[src/rtl/lcfg_pkg.sv]
package lcfg_pkg;
  localparam int NUM_REGS    = 9;
  localparam int OFF_RST     = 0;
  localparam int OFF_TXC     = 1;
  localparam int OFF_RXC     = 2;
  localparam int OFF_CLK     = 3;
  localparam int OFF_ID      = 4;
  localparam int OFF_VER     = 5;
  localparam int OFF_PIN_IN  = 6;
  localparam int OFF_PIN_OUT = 7;
  localparam int OFF_DBG     = 8;
  localparam int PIN_W       = 11;
  localparam int LIVE_W      = 23;
  localparam int STICKY_W    = 7;
  localparam int CLK_W       = 16;
  localparam int ID_W        = 12;
  localparam int TXC_W       = 9;
  localparam int RXC_W       = 4;
  localparam logic [1:0] PIN_MODE_DIRECT = 2'b01;
endpackage

[src/rtl/lcfg_rst_sync.sv]
module lcfg_rst_sync (
  input  logic clk,
  input  logic rst_n,
  output logic rst_sync_n
);
  logic stage_q;

  always_ff @(posedge clk or negedge rst_n) begin
    if (!rst_n) begin
      stage_q    <= 1'b0;
      rst_sync_n <= 1'b0;
    end else begin
      stage_q    <= 1'b1;
      rst_sync_n <= stage_q;
    end
  end
endmodule

[src/rtl/lcfg_decode.sv]
module lcfg_decode #(
  parameter int IDX_W    = 6,
  parameter int NUM_REGS = 9
) (
  input  logic [IDX_W-1:0]    idx,
  output logic [NUM_REGS-1:0] sel,
  output logic                hit
);
  for (genvar g = 0; g < NUM_REGS; g++) begin : g_sel
    assign sel[g] = (idx == IDX_W'(g));
  end
  assign hit = |sel;
endmodule

[src/rtl/lcfg_sticky.sv]
module lcfg_sticky #(
  parameter int W = 7
) (
  input  logic         clk,
  input  logic         rst_n,
  input  logic         clr,
  input  logic [W-1:0] set_in,
  output logic [W-1:0] flags
);
  for (genvar g = 0; g < W; g++) begin : g_bit
    logic nxt;
    logic en;

    always_comb begin
      en  = set_in[g] | clr;
      nxt = set_in[g] | (flags[g] & ~clr);
    end

    always_ff @(posedge clk or negedge rst_n) begin
      if (!rst_n)  flags[g] <= 1'b0;
      else if (en) flags[g] <= nxt;
    end

    // a full pulse always leaves the flag set
    p_sticky_set_r10: assert property (@(posedge clk) disable iff (!rst_n)
      set_in[g] |=> flags[g]);
    // without a clear the flag never drops
    p_sticky_hold_r10: assert property (@(posedge clk) disable iff (!rst_n)
      (flags[g] && !clr) |=> flags[g]);
  end
endmodule

[src/rtl/link_cfg_regs.sv]
module link_cfg_regs
  import lcfg_pkg::*;
#(
  parameter int          ADDR_W     = 8,
  parameter logic [31:0] VERSION    = 32'h0000_0102,
  parameter logic [11:0] DEF_COREID = 12'h810
) (
  input  logic              clk,
  input  logic              rst_n,
  input  logic              bus_en,
  input  logic              bus_we,
  input  logic [ADDR_W-1:0] bus_addr,
  input  logic [31:0]       bus_wdata,
  output logic [31:0]       bus_rdata,
  output logic              link_reset,
  output logic              tx_enable,
  output logic              tx_mmu_sel,
  output logic [3:0]        tx_ctrl_mode,
  output logic              tx_timeout_en,
  output logic              rx_enable,
  output logic              rx_mmu_sel,
  output logic [15:0]       clk_cfg,
  output logic [5:0]        core_col,
  output logic [5:0]        core_row,
  output logic              tx_pin_force,
  output logic [10:0]       tx_pin_word,
  output logic              rx_pin_capture,
  input  logic [10:0]       rx_pin_word,
  input  logic              mbox_not_empty,
  input  logic [22:0]       live_flags,
  input  logic [6:0]        full_flags
);
  localparam int IDX_W = ADDR_W - 2;

  logic                rst_s_n;
  logic [IDX_W-1:0]    idx;
  logic [NUM_REGS-1:0] sel;
  logic                hit;
  logic [NUM_REGS-1:0] wr_sel;
  logic                rd_req;

  logic                rst_q;
  logic [TXC_W-1:0]    txc_q;
  logic [RXC_W-1:0]    rxc_q;
  logic [CLK_W-1:0]    clk_q;
  logic [ID_W-1:0]     id_q;
  logic [PIN_W-1:0]    pin_out_q;
  logic [PIN_W-1:0]    pin_in_q;
  logic [STICKY_W-1:0] sticky;
  logic [31:0]         rd_nxt;
  logic                unused_bits;

  assign unused_bits = ^{bus_addr[1:0], bus_wdata[31:16]};

  lcfg_rst_sync u_rst_sync (.clk(clk), .rst_n(rst_n), .rst_sync_n(rst_s_n));

  assign idx = bus_addr[ADDR_W-1:2];

  lcfg_decode #(.IDX_W(IDX_W), .NUM_REGS(NUM_REGS)) u_decode (
    .idx(idx), .sel(sel), .hit(hit)
  );

  always_comb begin
    wr_sel = sel & {NUM_REGS{bus_en & bus_we}};
    rd_req = bus_en & ~bus_we;
  end

  lcfg_sticky #(.W(STICKY_W)) u_sticky (
    .clk(clk), .rst_n(rst_s_n), .clr(wr_sel[OFF_DBG]),
    .set_in(full_flags), .flags(sticky)
  );

  always_ff @(posedge clk or negedge rst_s_n) begin
    if (!rst_s_n) begin
      rst_q     <= 1'b0;
      txc_q     <= '0;
      rxc_q     <= '0;
      clk_q     <= '0;
      id_q      <= DEF_COREID;
      pin_out_q <= '0;
    end else begin
      if (wr_sel[OFF_RST])     rst_q     <= bus_wdata[0];
      if (wr_sel[OFF_TXC])     txc_q     <= bus_wdata[TXC_W-1:0];
      if (wr_sel[OFF_RXC])     rxc_q     <= bus_wdata[RXC_W-1:0];
      if (wr_sel[OFF_CLK])     clk_q     <= bus_wdata[CLK_W-1:0];
      if (wr_sel[OFF_ID])      id_q      <= bus_wdata[ID_W-1:0];
      if (wr_sel[OFF_PIN_OUT]) pin_out_q <= bus_wdata[PIN_W-1:0];
    end
  end

  always_ff @(posedge clk or negedge rst_s_n) begin
    if (!rst_s_n)            pin_in_q <= '0;
    else if (rx_pin_capture) pin_in_q <= rx_pin_word;
  end

  always_comb begin
    rd_nxt = '0;
    if (sel[OFF_RST])     rd_nxt[0]          = rst_q;
    if (sel[OFF_TXC])     rd_nxt[TXC_W-1:0]  = txc_q;
    if (sel[OFF_RXC])     rd_nxt[RXC_W-1:0]  = rxc_q;
    if (sel[OFF_CLK])     rd_nxt[CLK_W-1:0]  = clk_q;
    if (sel[OFF_ID])      rd_nxt[ID_W-1:0]   = id_q;
    if (sel[OFF_VER])     rd_nxt             = VERSION;
    if (sel[OFF_PIN_IN])  rd_nxt[PIN_W-1:0]  = pin_in_q;
    if (sel[OFF_PIN_OUT]) rd_nxt[PIN_W-1:0]  = pin_out_q;
    if (sel[OFF_DBG])     rd_nxt = {mbox_not_empty, live_flags, 1'b0, sticky};
  end

  always_ff @(posedge clk or negedge rst_s_n) begin
    if (!rst_s_n)    bus_rdata <= '0;
    else if (rd_req) bus_rdata <= rd_nxt;
  end

  always_comb begin
    link_reset     = rst_q;
    tx_enable      = txc_q[0];
    tx_mmu_sel     = txc_q[1];
    tx_pin_force   = (txc_q[3:2] == PIN_MODE_DIRECT);
    tx_ctrl_mode   = txc_q[7:4];
    tx_timeout_en  = txc_q[8];
    rx_enable      = rxc_q[0];
    rx_mmu_sel     = rxc_q[1];
    rx_pin_capture = (rxc_q[3:2] == PIN_MODE_DIRECT);
    clk_cfg        = clk_q;
    core_col       = id_q[5:0];
    core_row       = id_q[11:6];
    tx_pin_word    = pin_out_q;
  end

  p_rdata_hold_r12: assert property (@(posedge clk) disable iff (!rst_s_n)
    !(bus_en && !bus_we) |=> $stable(bus_rdata));
  p_version_ro_r8: assert property (@(posedge clk) disable iff (!rst_s_n)
    (bus_en && !bus_we && idx == IDX_W'(OFF_VER)) |=> bus_rdata == VERSION);
  p_unmapped_zero_r11: assert property (@(posedge clk) disable iff (!rst_s_n)
    (bus_en && !bus_we && !hit) |=> bus_rdata == 32'h0);
  p_pin_capture_r5: assert property (@(posedge clk) disable iff (!rst_s_n)
    rx_pin_capture |=> pin_in_q == $past(rx_pin_word));
endmodule

[config.mk]
export PLATFORM = sky130hd
export DESIGN_NAME = link_cfg_regs
export DESIGN_NICKNAME = d
export VERILOG_FILES = /design/src/rtl/lcfg_pkg.sv /design/src/rtl/lcfg_rst_sync.sv /design/src/rtl/lcfg_decode.sv /design/src/rtl/lcfg_sticky.sv /design/src/rtl/link_cfg_regs.sv
export SDC_FILE = /design/constraint.sdc
export NUM_CORES = 1
export LEC_CHECK = 0
export BUFFER_PORTS_ARGS = -buffer_cell sky130_fd_sc_hd__clkbuf_2
export CAP_MARGIN = 30
export CORE_MARGIN = 2
export CORE_UTILIZATION = 45
export DETAILED_ROUTE_END_ITERATION = 8
export MAX_ROUTING_LAYER = met4
export PLACE_DENSITY = 0.79
export RECOVER_POWER = 100
export SKIP_CTS_REPAIR_TIMING = 1
export SLEW_MARGIN = 20
export SYNTH_ARGS = -nofsm -noshare
export SYNTH_HDL_FRONTEND = slang
export SYNTH_SLANG_ARGS = --single-unit
export TNS_END_PERCENT = 10
[constraint.sdc]
create_clock -name clk -period 3 [get_ports clk]
set_input_delay 0.15 -clock clk [delete_from_list [all_inputs] [get_ports clk]]
set_output_delay 0.15 -clock clk [all_outputs]
set_load 0.01 [all_outputs]
==> results of run 1 <==
==> power breakdown <==
group          switching, mW  internal, mW
Combinational          0.238         0.224
Clock                  0.485         0.410
Sequential             0.122          1.57
==> flip-flops by register name, summed over array words and instances (netlist names) <==
signal / flops
txc_q: 9
pin_in_q: 11
u_rst_sync.stage_q: 1
tx_pin_word: 11
bus_rdata: 32
u_rst_sync.rst_sync_n: 1
id_q: 12
link_reset: 1
rxc_q: 4
u_sticky.flags: 7
clk_cfg: 16
==> cells by family (layout without fill, tap and decap cells) <==
family / after synthesis / after routing / share of synthesized area
and+or+nand+nor: 107 / 107 / 0.120
DFF: 105 / 105 / 0.555
AOI/OAI and AO/OA: 87 / 87 / 0.124
muxes: 69 / 69 / 0.167
buffers and inverters: 31 / 192 / 0.0335
other: 1 / 1 / 0.000791
==> placed cells by master, fill, tap and decap left out, types with 3 or more instances in the layout <==
cell type        n
dfrtp_1        103
clkbuf_1        85
clkbuf_2        67
mux2_2          56
nand2_1         45
o21ai_0         28
nor2_1          19
dlygate4sd3_1   13
o211ai_1        11
clkbuf_8        10
nor2b_1          9
a21oi_1          8
mux2i_1          7
a21o_1           7
buf_4            7
nor3_1           6
o22ai_1          6
mux2_1           6
nand3_1          5
nand2b_1         5
a221oi_1         5
a211oi_1         4
o22a_1           4
nand4_1          4
inv_1            3
a2bb2oi_1        3
a31oi_1          3
clkinvlp_4       3
==> layout make-up <==
cell class / instances / area [sq um]
timing repair buffer: 173 / 865
multi-input combinational: 264 / 1890
fill: 967 / 4510
inverter: 3 / 11.3
clock inverter: 6 / 66.3
tap: 136 / 170
sequential: 105 / 2630
clock buffer: 10 / 138
==> metal layers <==
metal	vias to the layer above	track usage	share of wire
li1	1741	-	-
met4	0	0.0891	0.019
met3	15	0.0444	0.058
met1	1892	0.302	0.46
met2	123	0.341	0.46
met5	-	-	0
==> worst max-delay path by stage <==
stage,slack (ns),endpoint,startpoint,depth (start not counted)
2_1_floorplan,1.24,bus_rdata[0]$_DFFE_PN0P_,u_rst_sync.rst_sync_n$_DFF_PN0_,0
3_3_place_gp,0.78,bus_rdata[8]$_DFFE_PN0P_,bus_addr[3],5
3_5_place_dp,0.72,bus_rdata[8]$_DFFE_PN0P_,bus_addr[3],5
4_1_cts,1.12,bus_rdata[8]$_DFFE_PN0P_,bus_addr[3],5
5_1_grt,0.46,tx_pin_word[2]$_DFFE_PN0P_,bus_addr[4],6
6_report,0.62,tx_pin_word[2]$_DFFE_PN0P_,bus_addr[4],6
==> worst max-delay path, stage by stage <==
cell      delay (ns)
clkbuf_2        0.39
nor4b_1         0.95
nand3_2         0.36
nor2_1          0.18
buf_4           0.24
mux2_2          0.36
==> stage by stage <==
stage | std cells | util | hold WS (ns) | total power, mW
6_report | 697 | 0.561 | -0.00263 | 3.05
2_1_floorplan | 400 | - | -0.146 | 1.97
4_1_cts | 684 | 0.566 | -0.470 | 3.09
3_3_place_gp | 667 | 0.544 | -0.0644 | 2.17
5_1_grt | 697 | 0.561 | 0.000497 | 3.20
3_5_place_dp | 668 | 0.546 | -0.0596 | 2.20
==> flow_summary.json, run 1 <==
{
  "syn-num-nets": 486,
  "gp_congestion": 0.849,
  "peakVddDrop_v": 0.000266,
  "synthCells": 400,
  "cp-end-kind": "flop",
  "max_freq_mhz": 421,
  "synth.most_common_cell": "dfrtp_1",
  "fp.coreArea_sq_um": 10300,
  "hold_end": "clk_cfg[13]$_DFFE_PN0P_",
  "fin_nets": 642,
  "dp_hpwl_microns": 9170,
  "path_max_fanout": 25,
  "yosys.area.top_type": "dfrtp_1",
  "cp-start-kind": "primary input",
  "p_leak_nw": 2.59,
  "totalWireLength_microns": 12500,
  "fp.dieH_microns": 107,
  "ys_seq_elements": 105,
  "worstSetupPathType": "in2reg",
  "dpl_cell_area_sq_um": 5610,
  "violations": "negative hold slack",
  "die_w_microns": 107,
  "cts_buffer_depth": 2,
  "pwr_density_cell_nw_per_um2": 528,
  "portBuffers": 150,
  "tns_ns": 0,
  "diodes": 0,
  "hp-class": "in2reg",
  "syn_area_per_cell_sq_um": 11.8,
  "drt_first_iter_violations": 210,
  "netlist_area_sq_um": 4740,
  "synth-main-ff-cell": "dfrtp_1",
  "maxSlewViolCount": 0,
  "timing_hold_violations_final": 4,
  "wl_per_cell_microns": 17.9,
  "grt_max_degree": 61,
  "finalCritPeriodShare": 0.792,
  "track_usage": 0.225,
  "synth_edf_count": 0,
  "worstHoldStart": "bus_wdata[13]",
  "yosysWarningCount": 0,
  "drt_pre_antenna_iters": 5,
  "critPathRequiredTime_ns": 3.26,
  "drc": 0,
  "grt_pass1_vias": 3598,
  "hold_depth": 2,
  "clk_latency_ns": 0.37,
  "viasPerCell": 5.41,
  "yosysSeqAreaShare": 0.555,
  "drtAntennaViolNets": 0,
  "crit-reg2reg-launch": "u_rst_sync.rst_sync_n$_DFF_PN0_",
  "cts_sinks": 105,
  "rsz0062_at_grt": "false",
  "rrSetupSlack_ns": 1.35,
  "design_area_sq_um": 5770,
  "rows": 37,
  "whs_ns": -0.00263,
  "initial_utilization": 0.461,
  "synth_area_leaders": "dfrtp_1, mux2_2, nand2_1",
  "die_area_sq_um": 11400,
  "pin_count": 169,
  "finalSetupViolCount": 0,
  "min_period_ns": 2.38,
  "drive_above_1_share": 0.275,
  "r2r-end": "bus_rdata[27]$_DFFE_PN0P_",
  "clock-root-buffer": "clkbuf_8",
  "synth_cell_type_count": 46,
  "yosysTopAreaCellShare": 0.544,
  "grt_pass1_wl_microns": 18900,
  "synthTopCellsByCount": "dfrtp_1, mux2_2, nand2_1, o21ai_0, nor2_1",
  "layout_setup_ws_ns": 0.623,
  "dr_total_vias": 3771,
  "cts.htree.levels": 3,
  "tightest_slew_ns": 1.17,
  "syn2layout_area_growth_pct": 21.7,
  "post-place-ws_ns": 0.718,
  "slew_headroom": 0.222,
  "finalClockSkew_ns": 0.0128,
  "outcome": "finished with violations",
  "cts_tree": "done",
  "cp.arrival_ns": 2.64,
  "cts_inserted_buffers": 9,
  "drv_cap": 0,
  "antenna_found_initial": 0,
  "ys_async_sr_fraction": 1.00,
  "overflow": 0,
  "path_clk_slew_ns": 0.10,
  "reg2reg_depth": 2
}
Note: power is estimated with default switching activity, not from simulation.
==> run 2: changes to the inputs <==
Settings changed: ABC_AREA from default to 1, CORE_UTILIZATION 45 to 50, PLACE_DENSITY 0.79 to 0.83.
Clock period 3 ns to 2.2 ns, I/O delays scaled along.
==> run 2 against run 1 <==
The run still ends with negative hold slack left. Power up 38%. Via count increased by 12%. Routed wire length is 1.5% higher.
==> flow_summary.json, run 2 <==
{
  "clock-root-buffer": "clkbuf_8",
  "grt_pass1_vias": 3737,
  "cts.htree.levels": 3,
  "grt_max_degree": 45,
  "initial_utilization": 0.517,
  "slew_headroom": 0.485,
  "gp_congestion": 0.856,
  "drv_cap": 0,
  "diodes": 0,
  "ys_seq_elements": 105,
  "die_area_sq_um": 10400,
  "die_w_microns": 102,
  "pwr_density_cell_nw_per_um2": 712,
  "fin_nets": 788,
  "layout_commonest_cell": "nand2_1",
  "largest_register": "bus_rdata",
  "fp.coreArea_sq_um": 9240,
  "dp_hpwl_microns": 9000,
  "drive_above_1_share": 0.161,
  "synthCells": 531,
  "yosys.area.top_type": "dfrtp_1",
  "wl_met1_microns": 5630,
  "tns_ns": 0,
  "outcome": "finished with violations",
  "synth_edf_count": 0,
  "finalClockSkew_ns": 0.00892,
  "timing_hold_violations_final": 2,
  "track_usage": 0.244,
  "critPathRequiredTime_ns": 2.49,
  "cp.arrival_ns": 1.83,
  "yosysWarningCount": 0,
  "pin_count": 169,
  "maxSlewViolCount": 0,
  "final_cell_mix": "nand2_1, dfrtp_1, clkbuf_1",
  "wl_per_cell_microns": 15.2,
  "netlist_area_sq_um": 4780,
  "synth-main-ff-cell": "dfrtp_1",
  "fp.dieH_microns": 102,
  "dr_total_vias": 4221,
  "wl_met3_microns": 668,
  "yosysSeqAreaShare": 0.550,
  "cp-start-kind": "primary input",
  "totalWireLength_microns": 12700,
  "final_util": 0.638,
  "largest_reg_flops": 32,
  "synth_area_leaders": "dfrtp_1, nand2_1, o21ai_0",
  "wl_met2_microns": 6130,
  "overflow": 0,
  "max_freq_mhz": 645,
  "grt_pass1_wl_microns": 18800,
  "synthTopCellsByCount": "nand2_1, dfrtp_1, o21ai_0, inv_1, nor2_1",
  "viasPerCell": 5.05,
  "nFillCells": 818,
  "path_clk_slew_ns": 0.10,
  "synth_cell_type_count": 36,
  "clk_latency_ns": 0.36,
  "cts_tree": "done",
  "p_leak_nw": 2.99,
  "whs_ns": -0.0103,
  "syn-num-nets": 617,
  "cts_buffer_depth": 2,
  "cp-end-kind": "flop",
  "yosysTopAreaCellShare": 0.539,
  "min_period_ns": 1.55,
  "cts_sinks": 105,
  "drtAntennaViolNets": 0,
  "synth.most_common_cell": "nand2_1",
  "peakVddDrop_v": 0.000440,
  "antenna_found_initial": 0,
  "tightest_slew_ns": 0.769,
  "rows": 35,
  "finalCritPeriodShare": 0.704,
  "portBuffers": 150,
  "syn2layout_area_growth_pct": 23.3,
  "path_max_fanout": 15,
  "drt_pre_antenna_iters": 5,
  "ys_async_sr_fraction": 1.00,
  "cts_inserted_buffers": 9,
  "drc": 0,
  "hp-class": "in2reg",
  "drt_first_iter_violations": 211,
  "violations": "negative hold slack",
  "finalSetupViolCount": 0,
  "syn_area_per_cell_sq_um": 9.00,
  "worstSetupPathType": "in2reg",
  "top_layer": "met4",
  "rsz0062_at_grt": "false"
}
==> run 2: final timing paths <==
check | depth (start not counted) | end | slack [ns] | startpoint
max | 7 | bus_rdata[15]$_DFFE_PN0P_ | 0.65 | bus_addr[3]
min | 3 | bus_rdata[27]$_DFFE_PN0P_ | -0.01 | live_flags[19]
max reg2reg | 5 | pin_in_q[7]$_DFFE_PN0P_ | 0.88 | rxc_q[3]$_DFFE_PN0P_
min reg2reg | 0 | clk_cfg[11]$_DFFE_PN0P_ | 0.29 | u_rst_sync.rst_sync_n$_DFF_PN0_
max in group asynchronous | 1 | clk_cfg[3]$_DFFE_PN0P_ | 0.93 | u_rst_sync.rst_sync_n$_DFF_PN0_
min in group asynchronous | 2 | u_rst_sync.rst_sync_n$_DFF_PN0_ | 0.05 | rst_n
==> run 2: stage by stage <==
step | hold WS (ns) | std cells | worst slack, ns | power [mW] | area, sq um
6_report | -0.0103 | 836 | 0.651 | 4.19 | 5890
5_1_grt | 0.00101 | 836 | 0.476 | 4.38 | 5890
4_1_cts | -0.506 | 808 | 0.822 | 4.23 | 5820
3_5_place_dp | -0.100 | 792 | 0.603 | 2.89 | 5590
3_3_place_gp | -0.104 | 791 | 0.640 | 2.86 | 5580
2_1_floorplan | -0.186 | 531 | 0.442 | 2.61 | 4780
==> run 2: worst max-delay path, cell delays in order <==
cell and delay, ns:
clkbuf_1 0.16, nor2_4 0.17, nand4_1 0.48, buf_4 0.39
inv_1 0.21, a21oi_1 0.14, a21oi_1 0.17
==> run 2: report_power, final <==
group | total, mW | internal [mW] | leakage, nW | switching, mW
Sequential | 2.29 | 2.13 | 1.37 | 0.154
Combinational | 0.570 | 0.227 | 1.50 | 0.343
Clock | 1.34 | 0.656 | 0.116 | 0.683
Total | 4.19 | 3.01 | 2.99 | 1.18
==> run 2: final cells by class <==
| type | instances | area (sq um) | area share |
|---|---|---|---|
| sequential | 105 | 2630 | 0.447 |
| inverter | 34 | 130 | 0.0221 |
| multi-input combinational | 368 | 1760 | 0.298 |
| tap | 129 | 161 | 0.0274 |
| clock buffer | 9 | 124 | 0.0210 |
| clock inverter | 7 | 103 | 0.0174 |
| timing repair buffer | 184 | 987 | 0.167 |
==> run 2: layer usage <==
metal | up-vias | track usage
li1 | 2060 | -
met3 | 26 | 0.0255
met2 | 168 | 0.369
met1 | 1967 | 0.338
met4 | 0 | 0.0946
met5 | - | -
==> run 2: cell families after synthesis <==
kind of cell,after synthesis,synth area share
buffers and inverters,58,0.0631
AND/OR/NAND/NOR,254,0.243
other,1,0.000784
flip-flops,105,0.550
multiplexers,4,0.0126
AO/OA/AOI/OAI,109,0.131
